===== src/rtl/mdec_pkg.sv =====
package mdec_pkg;
    typedef enum logic [1:0] {
        ST_IDLE   = 2'd0,
        ST_HUNT   = 2'd1,
        ST_LOCKED = 2'd2
    } mdec_state_e;
endpackage


===== src/rtl/mdec_sync.sv =====
module mdec_sync (
    input  logic clk,
    input  logic rst_n,
    input  logic line_i,
    output logic level_o,
    output logic edge_o
);
    logic [2:0] stg_q;

    always_ff @(posedge clk) begin
        if (!rst_n) begin
            stg_q <= 3'b000;
        end else begin
            stg_q <= {stg_q[1:0], line_i};
        end
    end

    assign level_o = stg_q[1];
    assign edge_o  = stg_q[1] ^ stg_q[2];
endmodule


===== src/rtl/mdec_gap.sv =====
module mdec_gap #(
    parameter int WIN = 6,
    parameter int TMO = 16
) (
    input  logic clk,
    input  logic rst_n,
    input  logic restart_i,
    output logic open_o,
    output logic expired_o
);
    localparam int CW  = $clog2(TMO + 2);
    localparam logic [CW-1:0] SAT = CW'(TMO + 1);

    logic [CW-1:0] cnt_q;

    always_ff @(posedge clk) begin
        if (!rst_n) begin
            cnt_q <= SAT;
        end else if (restart_i) begin
            cnt_q <= CW'(1);
        end else if (cnt_q != SAT) begin
            cnt_q <= cnt_q + CW'(1);
        end
    end

    assign open_o    = (cnt_q >= CW'(WIN));
    assign expired_o = (cnt_q >  CW'(TMO));

    // right after a restart the window is still closed
    a_r3_window_closed: assert property (@(posedge clk) disable iff (!rst_n)
        restart_i |=> !open_o);

    // no expiry can be seen in the cycle following a restart
    a_r6_no_early_expiry: assert property (@(posedge clk) disable iff (!rst_n)
        restart_i |=> !expired_o);
endmodule


===== src/rtl/mdec_fsm.sv =====
module mdec_fsm
    import mdec_pkg::*;
#(
    parameter int LOCK_EDGES = 4
) (
    input  logic clk,
    input  logic rst_n,
    input  logic edge_i,
    input  logic level_i,
    input  logic open_i,
    input  logic expired_i,
    output logic restart_o,
    output logic bit_o,
    output logic valid_o,
    output logic lock_o
);
    localparam int RW = $clog2(LOCK_EDGES + 1);
    localparam logic [RW-1:0] RUN_LAST = RW'(LOCK_EDGES - 1);

    mdec_state_e state_q, state_d;
    logic [RW-1:0] run_q, run_d;
    logic strobe;
    logic bit_q, valid_q, lock_q;

    always_comb begin
        state_d   = state_q;
        run_d     = run_q;
        restart_o = 1'b0;
        strobe    = 1'b0;
        unique case (state_q)
            ST_IDLE: begin
                if (edge_i) begin
                    state_d   = ST_HUNT;
                    run_d     = '0;
                    restart_o = 1'b1;
                end
            end
            ST_HUNT: begin
                if (edge_i) begin
                    restart_o = 1'b1;
                    if (open_i) begin
                        if (run_q == RUN_LAST) begin
                            state_d = ST_LOCKED;
                            run_d   = '0;
                        end else begin
                            run_d = run_q + RW'(1);
                        end
                    end else begin
                        run_d = '0;
                    end
                end else if (expired_i) begin
                    state_d = ST_IDLE;
                    run_d   = '0;
                end
            end
            ST_LOCKED: begin
                if (edge_i && open_i) begin
                    restart_o = 1'b1;
                    strobe    = 1'b1;
                end else if (expired_i) begin
                    state_d = ST_IDLE;
                end
            end
            default: begin
                state_d = ST_IDLE;
                run_d   = '0;
            end
        endcase
    end

    always_ff @(posedge clk) begin
        if (!rst_n) begin
            state_q <= ST_IDLE;
            run_q   <= '0;
        end else begin
            state_q <= state_d;
            run_q   <= run_d;
        end
    end

    always_ff @(posedge clk) begin
        if (!rst_n) begin
            bit_q   <= 1'b0;
            valid_q <= 1'b0;
            lock_q  <= 1'b0;
        end else begin
            valid_q <= strobe;
            lock_q  <= (state_d == ST_LOCKED);
            if (strobe) begin
                bit_q <= level_i;
            end
        end
    end

    assign bit_o   = bit_q;
    assign valid_o = valid_q;
    assign lock_o  = lock_q;

    // strobes are single-cycle pulses
    a_r8_single_pulse: assert property (@(posedge clk) disable iff (!rst_n)
        valid_q |=> !valid_q);

    // a strobe is only issued while locked
    a_r4_strobe_needs_lock: assert property (@(posedge clk) disable iff (!rst_n)
        valid_q |-> lock_q);

    // lock is gained only on a line transition
    a_r4_lock_on_edge: assert property (@(posedge clk) disable iff (!rst_n)
        $rose(lock_q) |-> $past(edge_i));

    // lock is lost only after a quiet cycle
    a_r6_drop_when_quiet: assert property (@(posedge clk) disable iff (!rst_n)
        $fell(lock_q) |-> !$past(edge_i));
endmodule


===== src/rtl/manchester_rx.sv =====
module manchester_rx #(
    parameter int SAMPLES_PER_BIT = 8,
    parameter int LOCK_EDGES      = 4
) (
    input  logic clk,
    input  logic rst_n,
    input  logic rx_line,
    output logic rx_bit,
    output logic rx_valid,
    output logic rx_lock
);
    localparam int WINDOW  = (SAMPLES_PER_BIT * 11 + 8) / 16;
    localparam int TIMEOUT = 2 * SAMPLES_PER_BIT;

    logic level, line_edge, restart, win_open, expired;

    mdec_sync u_sync (
        .clk     (clk),
        .rst_n   (rst_n),
        .line_i  (rx_line),
        .level_o (level),
        .edge_o  (line_edge)
    );

    mdec_gap #(
        .WIN (WINDOW),
        .TMO (TIMEOUT)
    ) u_gap (
        .clk       (clk),
        .rst_n     (rst_n),
        .restart_i (restart),
        .open_o    (win_open),
        .expired_o (expired)
    );

    mdec_fsm #(
        .LOCK_EDGES (LOCK_EDGES)
    ) u_fsm (
        .clk       (clk),
        .rst_n     (rst_n),
        .edge_i    (line_edge),
        .level_i   (level),
        .open_i    (win_open),
        .expired_i (expired),
        .restart_o (restart),
        .bit_o     (rx_bit),
        .valid_o   (rx_valid),
        .lock_o    (rx_lock)
    );

    // spacing watch between strobes, kept apart from the decoder's own counter
    localparam int SW = $clog2(WINDOW + 2);
    logic [SW-1:0] since_q;
    logic          seen_q;

    always_ff @(posedge clk) begin
        if (!rst_n) begin
            since_q <= '0;
            seen_q  <= 1'b0;
        end else if (rx_valid) begin
            since_q <= SW'(1);
            seen_q  <= 1'b1;
        end else if (since_q != SW'(WINDOW + 1)) begin
            since_q <= since_q + SW'(1);
        end
    end

    a_r8_strobe_spacing: assert property (@(posedge clk) disable iff (!rst_n)
        (rx_valid && seen_q) |-> (since_q >= SW'(WINDOW)));
endmodule


===== config.mk =====
export PLATFORM = sky130hd
export DESIGN_NAME = manchester_rx
export DESIGN_NICKNAME = d
export VERILOG_FILES = /design/src/rtl/mdec_pkg.sv /design/src/rtl/mdec_sync.sv /design/src/rtl/mdec_gap.sv /design/src/rtl/mdec_fsm.sv /design/src/rtl/manchester_rx.sv
export SDC_FILE = /design/constraint.sdc
export NUM_CORES = 1
export LEC_CHECK = 0
export BUFFER_PORTS_ARGS = -buffer_cell sky130_fd_sc_hd__buf_2
export CORE_UTILIZATION = 50
export CTS_CLUSTER_SIZE = 40
export DETAILED_ROUTE_END_ITERATION = 16
export PLACE_DENSITY = 0.69
export SLEW_MARGIN = 20
export SYNTH_ARGS = -nofsm -noshare
export SYNTH_HDL_FRONTEND = slang
export SYNTH_HIERARCHICAL = 1
export SYNTH_SLANG_ARGS = --single-unit

===== constraint.sdc =====
create_clock -name clk -period 3.51 [get_ports clk]
set_clock_uncertainty 0.05 [all_clocks]
set_input_delay 0.351 -clock clk [delete_from_list [all_inputs] [get_ports clk]]
set_output_delay 0.351 -clock clk [all_outputs]
set_load 0.05 [all_outputs]

Yosys cells after proc, flatten, opt, wreduce, memory -nomap -nowiden

Index checks and enable logic that the tools add are counted.

Bits in registers: 16
Word-level logic and storage cells: 47
Bits of input ports: 3
Output and inout bits: 3

Multiplexer cells: 19
Add/sub/neg operators: 2
Order comparisons: 2
Bitwise gates (word level): 3
Equality and inequality tests: 7
Reductions and logical operators: 6

Operator list:

| operator            | number |
|---|---|
| $mux 3              | 5 |
| $mux 2              | 6 |
| $mux 5              | 2 |
| $pmux 3 s3          | 1 |
| $pmux 2 s3          | 1 |
| $add 5x1->5 const B | 1 |
| $ge 5x3->1 const B  | 1 |
| $gt 5x5->1 const B  | 1 |
| $ne 5x5->1 const B  | 1 |
| $eq 2x2->1 const B  | 2 |
| $reduce_or 2->1     | 2 |
| $add 3x1->3 const B | 1 |
| $eq 3x2->1 const B  | 1 |
| $mux 1              | 3 |
| $ne 3x2->1 const B  | 1 |
| $reduce_and 3->1    | 1 |
| $eq 2x1->1 const B  | 1 |
| $logic_not 2->1     | 1 |
| $ne 2x1->1 const B  | 1 |
| $not 1->1           | 2 |
| $pmux 1 s2          | 1 |
| $reduce_bool 2->1   | 1 |
| $logic_and 1x1->1   | 1 |
| $xor 1x1->1         | 1 |

Logic depth before layout (Yosys ltp)

Gate-level depths: netlist of the first run.

Depth in word-level cells: 6
Gate-level depth with buffers: 8
Mapped depth without buffers: 8

Modules after synthesis

Netlist of the first run, hierarchy kept.

Modules (own cells, without submodules):

| module    | cells an instance | area each (µm²) | instances |
|---|---|---|---|
| mdec_fsm  | 38                | 350.3           | 1 |
| mdec_gap  | 28                | 274.0           | 1 |
| mdec_sync | 7                 | 88.8            | 1 |

Worst setup path before layout of the first run

Ideal clock, no wire load.

Kind: reg-to-reg
From: register u_gap.cnt_q[0]
To: register u_gap.cnt_q[0]
Stages on the path, launching flop included: 9
Library setup time: 0.117 ns
Path slack: 1.934 ns
Required time: 3.343 ns
Data arrival time: 1.410 ns
Path through: dfxtp_1 inv_1 ha_1 o21ai_0 nand2_1 nand4b_1 nand2_1 nand2b_1 nand2b_1

Longest elaborated chain between the ends: 5
Elaborated cells between the ends (all ways): 7
Those cells by class: 1 x add/sub; 1 x order compare; 1 x eq/ne; 2 x mux; 2 x reduce/logical

Ends and longest elaborated chain:

| what                             | line                | text |
|---|---|---|
| from (decl)                      | mdec_gap.sv:14      | `logic [CW-1:0] cnt_q;` |
| from (signal assigned)           | mdec_gap.sv:22      | `cnt_q <= cnt_q + CW'(1);` |
| $ge 5x3->1                       | mdec_gap.sv:26      | `assign open_o = (cnt_q >= CW'(WIN));` |
| named net win_open               | manchester_rx.sv:15 | `logic level, line_edge, restart, win_open, expired;` |
| $logic_and 1x1->1                | mdec_fsm.sv:57      | `if (edge_i && open_i) begin` |
| $mux 1                           | mdec_fsm.sv:57      |  |
| $pmux 1 s2                       | mdec_fsm.sv:30      | `unique case (state_q)` |
| named net restart                | manchester_rx.sv:15 |  |
| $reduce_or 2->1 (no source line) | --                  |  |

The timed path passes the listed nets, and every way through them passes these cells.
A chain may end at the register's enable or synchronous reset.

Final worst setup path of the first run

From: register u_gap.cnt_q[0]
To: register u_gap.cnt_q[2]

The elaborated chain is that of the path after synthesis.

==> impl_metrics.toml, run 1 <==
[critical_path]
critPathMaxFanout = 5
cp-start-kind = "flop"
end_kind = "flop"
crit_type = "reg2reg"
rrSetupSlack_ns = 1.76
r2r-start = "u_gap/cnt_q[0]"
reg2reg_to = "u_gap/cnt_q[2]"
worstPathRequired_ns = 3.67
arrival_ns = 1.91
ff2ff_path_depth = 8

[yosys]
synthXorXnorAreaFrac_pct = 6.14
syn-num-nets = 80
synth-seq-cells = 16
yosys.area_share.adder_pct = 7.02
yosysTopAreaCellShare_pct = 44.9
synth-warning-count = 6
synth_top_family_by_area = "simple AND/OR/NAND/NOR gates"
netlist_instances = 73
synth_cell_types = 27
synth.area.top_cells = "dfxtp_1 (45%), ha_1 (7.0%), nor2_1 (3.7%), xor2_1 (3.7%), nand2b_1 (3.5%)"
synth_compound_area_share_pct = 12.6
yosysTopAreaCell = "dfxtp_1"
synthFlopType = "dfxtp_1"
yosysSeqAreaShare_pct = 44.9
synth_edf_count = 0
yosys.area_share.simple_pct = 24.7
synth_area_um2 = 713
syn_avg_cell_area_um2 = 9.77
synth.area.mux_share_pct = 1.40
ys_async_sr_fraction_pct = 0

[layout]
fin_nets = 90
area_delta_synth_final_pct = 11.2
layout_commonest_cell = "dfxtp_1"
n_fill_cell = 115
drive_gt1_share_pct = 18.3
stdcell_count = 97
final_cell_mix = "dfxtp_1 (16), nor2_1 (7), inv_1 (6)"
n_antenna_cell = 0

[sta]
setup_tns_ns = 0
slew_violations = 0
holdWs_ns = 0.226
fin_ws_ns = 1.76
timing.fmax_ghz = 0.571
hold_viol_final = 0
finalSetupViolCount = 0
min_period_over_period_pct = 49.9
worstMarginPinSlew_ns = 0.437
rsz0062_at_grt = "false"
period_minus_slack_ns = 1.75
relSlewSlack_pct = 70.8

[pwr]
p_per_area_nw_per_um2 = 582
p_leak_nw = 0.343
seqPwrFrac_pct = 48.2
ir_drop_mv = 0.340
clkPwrFrac_pct = 25.9
swShare_pct = 30.3
power.switching_mw = 0.140
pwr-share-comb_pct = 25.9
internal_power_mw = 0.322

[floorplanning]
dieHeight_um = 39.8
start_util_pct = 54.1
die_x_um = 39.8
core_um2 = 1320
rows = 13
pin_count = 6
die-area_um2 = 1580

[clocking]
cts_buffers = 3
htreeDepth = 1
cts.repair.resized = 0
clock-sinks = 16
post-cts-setup-buffer-count = 0
cts.reportedPaths.clkPinSlew_ns = 0.09
postCtsHoldBufs = 0
cts_tree = "yes"
cts_root_buf = "clkbuf_4"
cts_buffer_depth = 2
clock_latency_ns = 0.28

[run]
maxCapViolCount = 0

[global_route]
grt_usage_pct = 18.6
antenna_found_initial = 0
grt_overflow = 0
grt_max_degree = 10
grt_pass1_vias = 417
grt_pass1_wl_mm = 1.84

[status]
outcome = "complete, no violations"

[placement]
dp_hpwl_um = 872
gp_congestion = 0.767
portBuffers = 5
place_inst = 93
dp_slack_ns = 1.77

[detailed_routing]
dr_total_vias = 516
postRouteWirelength_mm = 1.19
postRouteAntennaNets = 0
wl_per_cell_um = 12.3
drc = 0
dr.pass1.iters = 4
first_iter_violations = 7
routed_via_density = 5.32

[hold_path]
min_path_cells = 2
min_to = "u_sync/stg_q[0]"
min_from = "rx_line"
hold_class = "in2reg"
-- area by class of cell --
cell class	instances	area (µm²)	share of cell area [%]
multi-input combinational	51	370	46.7
sequential	16	320	40.4
clock buffer	4	36.3	4.57
timing repair buffer	5	25.0	3.15
inverter	6	22.5	2.84
tap	15	18.8	2.37
-- routing by layer --
| metal | GRT usage, % | vias to the layer above | routed length, µm |
|---|---|---|---|
| met4 | 10.3 | 0 | 13 |
| met5 | 0 | - | 0 |
| li1 | - | 270 | - |
| met2 | 26.6 | 13 | 508 |
| met3 | 5.11 | 2 | 40 |
| met1 | 24.5 | 231 | 628 |
-- cell families (layout without fill, tap and decap cells) --
family / Yosys count / after routing
and+or+nand+nor: 29 / 29
DFF: 16 / 16
AOI/OAI and AO/OA: 12 / 12
buffers and inverters: 6 / 15
xor gates and xnor gates: 5 / 5
adders and majority gates: 4 / 4
muxes: 1 / 1
-- metrics by stage --
| stage | total power, mW | instance area, µm² | utilization (%) |
|---|---|---|---|
| floorplan | 0.323 | 713 | - |
| global placement | 0.346 | 757 | 57.5 |
| detailed placement | 0.346 | 757 | 57.5 |
| CTS | 0.467 | 793 | 60.2 |
| global route | 0.493 | 793 | 60.2 |
| finish | 0.462 | 793 | 60.2 |
-- worst max-delay path by stage --
stage	cells past startpoint	from	slack (ns)	end
floorplan	8	u_gap/cnt_q[0]	1.93	u_gap/cnt_q[0]
global placement	8	u_gap/cnt_q[0]	1.80	u_gap/cnt_q[0]
detailed placement	8	u_gap/cnt_q[0]	1.77	u_gap/cnt_q[2]
CTS	8	u_gap/cnt_q[0]	1.75	u_gap/cnt_q[2]
global route	8	u_gap/cnt_q[0]	1.63	u_gap/cnt_q[2]
finish	8	u_gap/cnt_q[0]	1.76	u_gap/cnt_q[2]
-- critical path, cell delays in order (launching register included) --
cell and delay [ns]:
dfxtp_1 0.41, inv_1 0.09, ha_1 0.19, o21ai_0 0.13, nand2_1 0.13, nand4b_1 0.19, nand2_1 0.08, nand2b_1 0.21
nor3_1 0.20
-- cells in the mapped netlist (all sizes together) (2+ instances only) --
| cell type | n |
|---|---|
| and2 | 3 |
| nand2 | 3 |
| inv | 6 |
| nand3 | 4 |
| nand4b | 2 |
| nand2b | 4 |
| a21oi | 3 |
| nor2 | 7 |
| o21ai | 3 |
| ha | 4 |
| xor2 | 3 |
| xnor2 | 2 |
| or3b | 2 |
| dfxtp | 16 |
-- registers in the layout (all words and copies together), names as in the netlist --
| register | flops |
|---|---|
| u_fsm/bit_o | 1 |
| u_fsm/valid_o | 1 |
| u_fsm/run_q | 3 |
| u_sync/stg_q | 3 |
| u_fsm/lock_o | 1 |
| u_gap/cnt_q | 5 |
| u_fsm/state_q | 2 |
-- power by group through the flow --
| stage | clock, mW | sequential (mW) | combinational, mW |
|---|---|---|---|
| final | 0.119 | 0.223 | 0.119 |
| after global routing | 0.134 | 0.226 | 0.134 |
| after CTS | 0.124 | 0.223 | 0.120 |
| after detailed placement | 0 | 0.227 | 0.119 |
| after global placement | 0 | 0.226 | 0.119 |
| after floorplan | 0 | 0.221 | 0.102 |
Note: power is estimated with default switching activity, not from simulation.
==> run 2, diff against run 1 <==
--- a/config.mk
+++ b/config.mk
@@ -5,11 +5,12 @@
 export SDC_FILE = /design/constraint.sdc
 export NUM_CORES = 1
 export LEC_CHECK = 0
+export ABC_AREA = 1
 export BUFFER_PORTS_ARGS = -buffer_cell sky130_fd_sc_hd__buf_2
 export CORE_UTILIZATION = 50
 export CTS_CLUSTER_SIZE = 40
 export DETAILED_ROUTE_END_ITERATION = 16
-export PLACE_DENSITY = 0.69
+export PLACE_DENSITY = 0.71
 export SLEW_MARGIN = 20
 export SYNTH_ARGS = -nofsm -noshare
 export SYNTH_HDL_FRONTEND = slang
==> constraint.sdc (replaced) <==
create_clock -name clk -period 1.6 [get_ports clk]
set_clock_uncertainty 0.05 [all_clocks]
set_input_delay 0.16 -clock clk [delete_from_list [all_inputs] [get_ports clk]]
set_output_delay 0.16 -clock clk [all_outputs]
set_load 0.05 [all_outputs]
==> run 2 against run 1 <==
Net effect: clock power is 70% higher; worst hold slack worse by 0.21 ns; wire length is 22% higher; die area is 17% higher; sequential power is 120% higher; critical path type unchanged; largest power group unchanged.
==> impl_metrics.toml, run 2 <==
[status]
outcome = "complete, no violations"

[clocking]
cts_buffer_depth = 2
htreeDepth = 1
cts_tree = "yes"
postCtsHoldBufs = 0
cts_buffers = 3
clock_latency_ns = 0.28
cts_root_buf = "clkbuf_4"
clock-sinks = 16
cts.reportedPaths.clkPinSlew_ns = 0.08

[yosys]
synth-seq-cells = 16
synth_top_family_by_area = "simple AND/OR/NAND/NOR gates"
synth-warning-count = 6
synthXorXnorAreaFrac_pct = 1.04
yosysTopAreaCellShare_pct = 38.2
ys_async_sr_fraction_pct = 0
synth.area.top_cells = "dfxtp_1 (38%), nand2_1 (14%), inv_1 (8.5%), nor2_1 (6.7%), ha_1 (6.0%)"
synth.area.mux_share_pct = 0
synth.most_common_cell = "nand2_1"
synth_cell_types = 19
netlist_instances = 119
yosys.area_share.simple_pct = 37.5
yosysSeqAreaShare_pct = 38.2
yosysTopAreaCell = "dfxtp_1"
synth_area_um2 = 838
syn-num-nets = 126
synth_edf_count = 0
yosys.area_share.adder_pct = 5.97
synthFlopType = "dfxtp_1"
syn_avg_cell_area_um2 = 7.04
synthTopCellsByCount = "nand2_1 (32), inv_1 (19), dfxtp_1 (16)"
synth_compound_area_share_pct = 6.57

[layout]
final_util_pct = 60.6
drive_gt1_share_pct = 21.1
reg.largest.list = "u_gap/cnt_q x5, u_fsm/run_q x3, u_sync/stg_q x3"
n_fill_cell = 150
n_antenna_cell = 0
stdcell_count = 144
final_cell_mix = "nand2_1 (30), inv_1 (19), nor2_1 (15)"
largest_reg_flops = 5
fin_nets = 137
layout_commonest_cell = "nand2_1"
area_delta_synth_final_pct = 11.3
largest_register = "u_gap/cnt_q"

[placement]
portBuffers = 5
place_inst = 141
dp_hpwl_mm = 1.12
gp_congestion = 0.831

[floorplanning]
start_util_pct = 54.4
die-area_um2 = 1840
rows = 14
pin_count = 6
dieHeight_um = 42.9
die_x_um = 42.9
core_um2 = 1540

[detailed_routing]
wl_per_cell_um = 10.1
first_iter_violations = 21
postRouteAntennaNets = 0
routed_via_density = 5.03
drc = 0
dr.pass1.iters = 5
dr_total_vias = 724
postRouteWirelength_mm = 1.46

[critical_path]
crit_type = "reg2reg"
crit_buf_inv = 2
critPathMaxFanout = 4
startpoint = "u_gap/cnt_q[0]"
end_kind = "flop"
cp-start-kind = "flop"
cp_top_family = "simple AND/OR/NAND/NOR gates"
crit_slowest_cell = "dfxtp_2"
worstPathRequired_ns = 1.77
cp_cell_sequence = "inv_1, ha_2, a21oi_2, nand3_1, nand2_2, inv_2, nand2_4, nand2_4, nor2_8, nand2_2, nor2_1"
arrival_ns = 1.65
r2r-start = "u_gap/cnt_q[0]"
slowest_delay_ns = 0.33

[sta]
finalSetupViolCount = 0
hold_viol_final = 0
setup_tns_ns = 0
period_minus_slack_ns = 1.48
timing.fmax_ghz = 0.677
worstMarginPinSlew_ns = 0.303
min_period_over_period_pct = 92.3
rsz0062_at_grt = "false"
holdWs_ns = 0.0159
slew_violations = 0
relSlewSlack_pct = 79.7

[pwr]
internal_power_mw = 0.693
clkPwrFrac_pct = 18.7
p_per_area_nw_per_um2 = 1160
seqPwrFrac_pct = 45.9
swShare_pct = 36.0
p_leak_nw = 0.484
power.switching_mw = 0.389
pwr-share-comb_pct = 35.4
ir_drop_mv = 0.826

[hold_path]
min_from = "rx_line"
hold_class = "in2reg"

[global_route]
grt_max_degree = 10
grt_overflow = 0
grt_usage_pct = 18.2
antenna_found_initial = 0
grt_pass1_wl_mm = 2.53
grt_pass1_vias = 620

[run]
maxCapViolCount = 0
==> run 2: changes by cell type in the layout (fill, tap and decap cells not counted), moves of 3 or more <==
cell      previous run  this run
inv_1                6        19
nand2_1              3        30
nand2_2              0         4
nand2b_1             4         0
nand3_1              4         8
nand4_1              0         4
nor2_1               7        15
o21ai_0              3         0
xor2_1               3         0
==> run 2: kinds of logic (layout without fill, tap and decap cells) <==
kind of cell | Yosys count | after routing
and+or+nand+nor | 67 | 67
buffers and inverters | 22 | 31
DFF | 16 | 16
AOI/OAI and AO/OA | 9 | 9
adders and majority gates | 4 | 4
xor gates and xnor gates | 1 | 1
==> run 2: layout make-up <==
type	count	area, µm²	share of cell area, %
Multi-Input combinational cell	81	449	48.1
Sequential cell	16	323	34.6
Inverter	21	78.8	8.45
Timing Repair Buffer	7	40.0	4.29
Clock buffer	3	22.5	2.41
Tap cell	16	20.0	2.14
==> run 2: repair_timing <==
action                                  CTS  global route
endpoints found under the hold margin     0             0
endpoints found under the setup margin    0             6
resized for setup                         0             7
setup buffers                             0             0
==> run 2: worst register-to-register path, stage by stage (launching register included) <==
cell     delay (ns)
dfxtp_2        0.33
inv_1          0.05
ha_2           0.18
a21oi_2        0.12
nand3_1        0.09
nand2_2        0.09
inv_2          0.06
nand2_4        0.08
nand2_4        0.07
nor2_8         0.12
nand2_2        0.07
nor2_1         0.09
==> run 2: path summary, 6_finish.rpt <==
path	to	slack (ns)	cells past startpoint
worst min-delay path	u_sync/stg_q[0]	0.02	3
worst max register to register	u_gap/cnt_q[2]	0.12	11
worst max-delay path	u_gap/cnt_q[2]	0.12	11
worst min register to register	u_sync/stg_q[1]	0.37	2
==> run 2: power groups by stage <==
stage          sequential [mW]  clock (mW)  combinational (mW)
2_1_floorplan            0.486           0               0.293
3_3_place_gp             0.498           0               0.363
5_1_grt                  0.503       0.232               0.441
3_5_place_dp             0.499           0               0.370
6_report                 0.497       0.202               0.383
4_1_cts                  0.489       0.211               0.371
==> run 2: stage by stage <==
stage               setup WS [ns]  power [mW]  instance area (µm²)
finish                      0.124        1.08                  933
global route              0.00291        1.18                  933
CTS                        0.0140        1.07                  912
detailed placement         0.0344       0.869                  890
global placement           0.0954       0.861                  890
floorplan                  0.0412       0.779                  841
==> run 2: metal layers <==
layer / part of all wire, % / track usage (%) / vias to the layer above
met2: 44 / 28.2 / 18
met1: 50 / 23.8 / 318
met3: 5.6 / 6.38 / 3
li1: - / - / 385
met4: 0.75 / 5.45 / 0
met5: 0 / 0 / -
